===== config.mk =====
export PLATFORM = sky130hd
export DESIGN_NAME = proc_rst_seq
export DESIGN_NICKNAME = d
export VERILOG_FILES = /design/src/rtl/prst_pkg.sv /design/src/rtl/prst_sampler.sv /design/src/rtl/prst_sequencer.sv /design/src/rtl/prst_bus_guard.sv /design/src/rtl/proc_rst_seq.sv
export SDC_FILE = /design/constraint.sdc
export NUM_CORES = 1
export LEC_CHECK = 0
export BUFFER_PORTS_ARGS = -buffer_cell sky130_fd_sc_hd__buf_2
export CORE_MARGIN = 10
export CORE_UTILIZATION = 35
export CTS_CLUSTER_DIAMETER = 100
export DETAILED_ROUTE_END_ITERATION = 8
export SLEW_MARGIN = 10
export SYNTH_ARGS = -nofsm -noshare
export SYNTH_HDL_FRONTEND = slang
export SYNTH_SLANG_ARGS = --single-unit

===== constraint.sdc =====
create_clock -name clk -period 3.15 [get_ports clk]
set_clock_uncertainty 0.1 [all_clocks]
set_input_delay 0.1575 -clock clk [delete_from_list [all_inputs] [get_ports clk]]
set_output_delay 0.1575 -clock clk [all_outputs]
set_load 0.01 [all_outputs]

===== src/rtl/prst_pkg.sv =====
package prst_pkg;
  typedef enum logic [1:0] {
    PH_HELD  = 2'd0,
    PH_COUNT = 2'd1,
    PH_LIVE  = 2'd2
  } phase_e;
endpackage


===== src/rtl/prst_sampler.sv =====
// Falling-edge synchronizer chain for the external reset request.
module prst_sampler #(
  parameter int STAGES = 2
) (
  input  logic clk,
  input  logic rst_n,
  input  logic line_n,
  output logic low_o
);
  logic [STAGES-1:0] chain_q;

  always_ff @(negedge clk or negedge rst_n) begin
    if (!rst_n) chain_q <= '0;
    else        chain_q <= {chain_q[STAGES-2:0], line_n};
  end

  assign low_o = ~chain_q[STAGES-1];
endmodule


===== src/rtl/prst_sequencer.sv =====
module prst_sequencer
  import prst_pkg::*;
#(
  parameter int MIN_LOW  = 64,
  parameter int POST_CYC = 8
) (
  input  logic clk,
  input  logic rst_n,
  input  logic smp_low,
  output logic hold_o,
  output logic go_o,
  output logic short_o
);
  localparam int LCW = $clog2(MIN_LOW + 1);
  localparam int DCW = (POST_CYC > 1) ? $clog2(POST_CYC) : 1;
  localparam logic [LCW-1:0] LOW_SAT  = LCW'(MIN_LOW);
  localparam logic [DCW-1:0] DLY_LOAD = DCW'(POST_CYC - 1);

  phase_e         phase_q, phase_d;
  logic [LCW-1:0] lowcnt_q, lowcnt_d;
  logic [DCW-1:0] dly_q, dly_d;
  logic           go_q, go_d;
  logic           short_q, short_d;

  always_comb begin
    phase_d  = phase_q;
    lowcnt_d = lowcnt_q;
    dly_d    = dly_q;
    short_d  = short_q;
    go_d     = 1'b0;
    case (phase_q)
      PH_HELD: begin
        if (smp_low) begin
          if (lowcnt_q != LOW_SAT) lowcnt_d = lowcnt_q + LCW'(1);
        end else begin
          phase_d = PH_COUNT;
          dly_d   = DLY_LOAD;
          short_d = (lowcnt_q < LOW_SAT);
        end
      end
      PH_COUNT: begin
        if (smp_low) begin
          phase_d  = PH_HELD;
          lowcnt_d = LCW'(1);
        end else if (dly_q == '0) begin
          phase_d = PH_LIVE;
          go_d    = 1'b1;
        end else begin
          dly_d = dly_q - DCW'(1);
        end
      end
      PH_LIVE: begin
        if (smp_low) begin
          phase_d  = PH_HELD;
          lowcnt_d = LCW'(1);
        end
      end
      default: phase_d = PH_HELD;
    endcase
  end

  always_ff @(posedge clk or negedge rst_n) begin
    if (!rst_n) begin
      phase_q  <= PH_HELD;
      lowcnt_q <= '0;
      dly_q    <= '0;
      go_q     <= 1'b0;
      short_q  <= 1'b0;
    end else begin
      phase_q  <= phase_d;
      lowcnt_q <= lowcnt_d;
      dly_q    <= dly_d;
      go_q     <= go_d;
      short_q  <= short_d;
    end
  end

  assign hold_o  = (phase_q != PH_LIVE) | smp_low;
  assign go_o    = go_q;
  assign short_o = short_q;
endmodule


===== src/rtl/prst_bus_guard.sv =====
// Forces bus pins to their idle levels while the core is held in reset.
module prst_bus_guard #(
  parameter int NSTRB = 6
) (
  input  logic             force_i,
  input  logic [NSTRB-1:0] strb_n_i,
  input  logic             ale_i,
  input  logic             brel_n_i,
  input  logic             addr_oe_i,
  output logic [NSTRB-1:0] strb_n_o,
  output logic             ale_o,
  output logic             brel_n_o,
  output logic             addr_oe_o
);
  for (genvar g = 0; g < NSTRB; g++) begin : g_strb
    assign strb_n_o[g] = force_i | strb_n_i[g];
  end
  assign ale_o     = force_i | ale_i;
  assign brel_n_o  = force_i | brel_n_i;
  assign addr_oe_o = ~force_i & addr_oe_i;
endmodule


===== src/rtl/proc_rst_seq.sv =====
module proc_rst_seq #(
  parameter int MIN_LOW     = 64,
  parameter int POST_CYC    = 8,
  parameter int SYNC_STAGES = 2,
  parameter int NSTRB       = 6,
  parameter int FETCH_AW    = 24
) (
  input  logic                clk,
  input  logic                rst_n,
  input  logic                ext_rst_n_i,
  input  logic [NSTRB-1:0]    core_strb_n_i,
  input  logic                core_ale_i,
  input  logic                core_brel_n_i,
  input  logic                core_addr_oe_i,
  output logic                core_rst_o,
  output logic                nmi_clr_o,
  output logic                stat_clr_o,
  output logic [NSTRB-1:0]    bus_strb_n_o,
  output logic                bus_ale_o,
  output logic                bus_brel_n_o,
  output logic                bus_addr_oe_o,
  output logic                fetch_go_o,
  output logic [FETCH_AW-1:0] fetch_addr_o,
  output logic                short_rst_o
);
  logic smp_low;
  logic hold;

  prst_sampler #(.STAGES(SYNC_STAGES)) u_smp (
    .clk(clk), .rst_n(rst_n), .line_n(ext_rst_n_i), .low_o(smp_low)
  );

  prst_sequencer #(.MIN_LOW(MIN_LOW), .POST_CYC(POST_CYC)) u_seq (
    .clk(clk), .rst_n(rst_n), .smp_low(smp_low),
    .hold_o(hold), .go_o(fetch_go_o), .short_o(short_rst_o)
  );

  prst_bus_guard #(.NSTRB(NSTRB)) u_guard (
    .force_i(hold), .strb_n_i(core_strb_n_i), .ale_i(core_ale_i),
    .brel_n_i(core_brel_n_i), .addr_oe_i(core_addr_oe_i),
    .strb_n_o(bus_strb_n_o), .ale_o(bus_ale_o),
    .brel_n_o(bus_brel_n_o), .addr_oe_o(bus_addr_oe_o)
  );

  assign core_rst_o   = hold;
  assign nmi_clr_o    = hold;
  assign stat_clr_o   = hold;
  assign fetch_addr_o = '0;
endmodule



After elaboration in Yosys (flattened, before gate mapping) --
Cells that the tools add are included.
Operators by class: multiplexer cells 16, bitwise gates (word level) 12, add/sub/neg operators 2, equal/unequal tests 12, magnitude comparators 1, reduce and logical (&&, ||, !) cells 9
Operators with widths (count):
- $mux W7 | 3
- $ne A2 B2 Y1 const B | 7
- $pmux W7 S2 | 1
- $mux W3 | 3
- $or A1 B1 Y1 | 9
- $mux W2 | 4
- $reduce_and A4 Y1 | 2
- $add A7 B1 Y7 const B | 1
- $lt A7 B7 Y1 const B | 1
- $ne A7 B7 Y1 const B | 1
- $pmux W2 S3 | 1
- $pmux W3 S2 | 1
- $reduce_bool A2 Y1 | 2
- $logic_not A3 Y1 | 1
- $mux W1 | 3
- $ne A3 B2 Y1 const B | 1
- $reduce_and A3 Y1 | 1
- $sub A3 B1 Y3 const B | 1
- $eq A2 B1 Y1 const B | 1
- $eq A2 B2 Y1 const B | 1
- $logic_not A2 Y1 | 1
- $ne A2 B1 Y1 const B | 1
- $not A1 Y1 | 2
- $reduce_and A2 Y1 | 1
- other kinds (2) | 2
Word-level totals: bits in registers 16, logic and storage cells 58, output and inout port bits 38, bits of input ports 12

Longest topological paths before layout --
depth after elaboration 4, gate-level depth with buffers 7, gate-level depth less buffers 6

Cells and area by module --
From an unflattened synthesis, not the netlist that was laid out.
Second synthesis, totals: cells, all modules 131, area, all modules 1136.1 um2
Modules (own cells, without submodules):
- prst_sequencer | instances 1, sequential area each 350.3 um2, area each 827.0 um2, cells an instance 92
- proc_rst_seq | instances 1, sequential area each 0.0 um2, area each 198.9 um2, cells an instance 27
- prst_bus_guard | instances 1, sequential area each 0.0 um2, area each 56.3 um2, cells an instance 9
- prst_sampler | instances 1, sequential area each 50.0 um2, area each 53.8 um2, cells an instance 3

==> reports/results.tsv <==
metric	value	unit
Logic pwr share	41.4	%
worst path required time	2.89	ns
pin count of the biggest net entering global routing	17	
kind of end point of the critical path	output port	
TritonCTS Buffers	3	
FF+latch count, synth	16	
initial core utilization	36.4	%
Netlist cell types	29	
CTS tree	yes	
Inst Count DP	192	
gr ovfl total	0	
die height	76.3	um
Synth area leaders	dfrtp_1, buf_4, ha_1	
clock sinks	16	
DRC Markers	0	
H-tree level count	1	
mean post-synth cell area	8.74	um2
first-pass GRT wire length	3970	um
num ports	50	
Worst EP arrival	2.85	ns
sw power	0.000283	W
Detail Route Antenna Nets	0	
NumNets Final	174	
Layout Cells excl Fill	198	
most frequent cells after synthesis	buf_4, dfrtp_1, o21ai_0, or2_2	
fraction of layout cells with a size suffix above 1	27.9	%
Post-Syn Area	0.00111	mm2
cells after synthesis	127	
core area	0.00305	mm2
1st-pass router iterations	2	
worst min path class	in -> async	
root buf cell	clkbuf_4	
area leader, netlist	dfrtp_1	
Synth top area share	31.6	%
most frequent cell after synthesis	buf_4	
Vias	855	
design internal power	0.000425	W
Final Hold Vio Count	0	
CTS Buffer Depth	2	
Inserted Diodes	0	
RD Place Congestion	0.758	
die width	76.3	um
vias in the first global route	835	
MaxCap Viol Count	0	
setup TNS	0	ns
total global-route track usage	7.82	%
Area Growth Syn to Fin	15.7	%
Die Area	0.00582	mm2
wire per inst	12.5	um
Crit Path Max Fanout	9	
initial antenna violation count	0	
PortBufs	25	
Sw Ratio	40.0	%
PwrDens	551	mW/mm2
Max IR drop VDD	0.000436	V
Clk Latency, worst-skew pair	0.29	ns
Leakage	0.643	nW
Seq/Total Area, Yosys	36.1	%
Tot Pwr	0.000708	W
fin. max-slew vios	0	
post-DP HPWL	1950	um
Async S/R FF share, synth	100	%
number of flops mapped to enable cells by yosys	0	
power share of the clock group	15.9	%
WS Path Type	reg -> out	
WL final	2470	um
YS warnings	0	
CP Launch Type	register	
initial DRC count	34	
RSZ-0062 raised after global routing	true	
row count	20	
setup violators final	0	
main flop type after synthesis	dfrtp_1	
clock slew at reported path FFs	0.10	ns
Vias/cell	4.32	
status	finished clean	
sequential power share	42.8	%
-- cells by family (layout without fill, tap and decap cells) --
group                    count (synthesis)  count (layout)  share of synthesized area (%)
other                                    1              24                          0.338
AO/OA/AOI/OAI                           30              30                           16.9
multiplexers                             1               1                          0.902
buffers and inverters                   36              40                           21.1
adder cells (fa/ha/maj)                  7               7                           7.89
flip-flops                              16              16                           36.1
AND/OR/NAND/NOR                         36              36                           16.8
-- metrics by stage --
step	hold WS (ns)	util, %	setup WS (ns)	instance area (um2)
finish	0.202	42.0	0.0444	1280
global route	0.215	42.0	-0.0381	1280
CTS	0.206	40.0	0.0184	1220
detailed placement	-0.00243	38.8	0.129	1180
global placement	-0.00863	38.8	0.183	1180
floorplan	-0.238	-	0.186	1200
-- path summary, 6_finish.rpt --
kind / endpoint / cells after the start / slack (ns) / startpoint
setup / recovery: bus_strb_n_o[2] / 3 / 0.04 / u_smp.chain_q[1]$_DFF_NN0_
hold / removal: u_seq.dly_q[2]$_DFFE_PN0P_ / 2 / 0.20 / rst_n
setup reg to reg: u_seq.lowcnt_q[4]$_DFFE_PN0P_ / 4 / 0.06 / u_smp.chain_q[1]$_DFF_NN0_
hold reg to reg: u_smp.chain_q[1]$_DFF_NN0_ / 0 / 0.20 / u_smp.chain_q[0]$_DFF_NN0_
max in group asynchronous: u_smp.chain_q[1]$_DFF_NN0_ / 2 / 0.97 / rst_n
min in group clk: u_smp.chain_q[1]$_DFF_NN0_ / 0 / 0.20 / u_smp.chain_q[0]$_DFF_NN0_
-- layout by cell type (no fill, tap or decap), types with 6 or more instances in the layout --
master,n
or2_2,8
conb_1,24
nor2_1,6
dfrtp_1,14
o21ai_0,11
ha_1,7
inv_1,7
nand3_1,7
buf_2,18
buf_6,7
nand2_1,6
-- layout make-up --
type / count / area [um2]
inverter: 7 / 26.3
fill: 320 / 1770
clock buffer: 4 / 26.3
multi-input combinational: 98 / 574
tap: 44 / 55.1
timing repair buffer: 29 / 201
sequential: 16 / 400
-- registers in the layout, summed over array words and instances, names as in the netlist --
| register | cells |
|---|---|
| u_seq.lowcnt_q | 7 |
| u_seq.dly_q | 3 |
| u_seq.phase_q | 2 |
| u_smp.chain_q | 2 |
| u_seq.go_o | 1 |
| u_seq.short_o | 1 |
-- worst max-delay path, cell delays in order (launching register included) --
cell,delay (ns)
dfrtn_1,0.48
nand2_4,0.09
or2_2,0.30
buf_6,0.13
-- timing repair --
action                     in CTS  in global routing
resized for setup               1                 11
setup buffers                   0                  1
setup endpoints to repair       8                  9
pin swaps                       0                  1
hold endpoints to repair       14                  0
hold buffers                    1                  0
-- per-layer routing --
layer  global-route usage [%]  part of all wire [%]  up-vias
met1                     7.67                    37      399
met3                     3.66                   6.2        2
li1                         -                     -      434
met5                        0                     0        -
met4                     1.67                  0.20        0
met2                     14.5                    56       20
-- power by group through the flow --
stage	combinational, W	clock, W	sequential, W
floorplan	0.000243	0	0.000296
global placement	0.000282	0	0.000302
detailed placement	0.000288	0	0.000307
CTS	0.000291	0.000118	0.000303
global route	0.000337	0.000127	0.000311
finish	0.000293	0.000112	0.000303
Power figures use the tool's default switching activity.
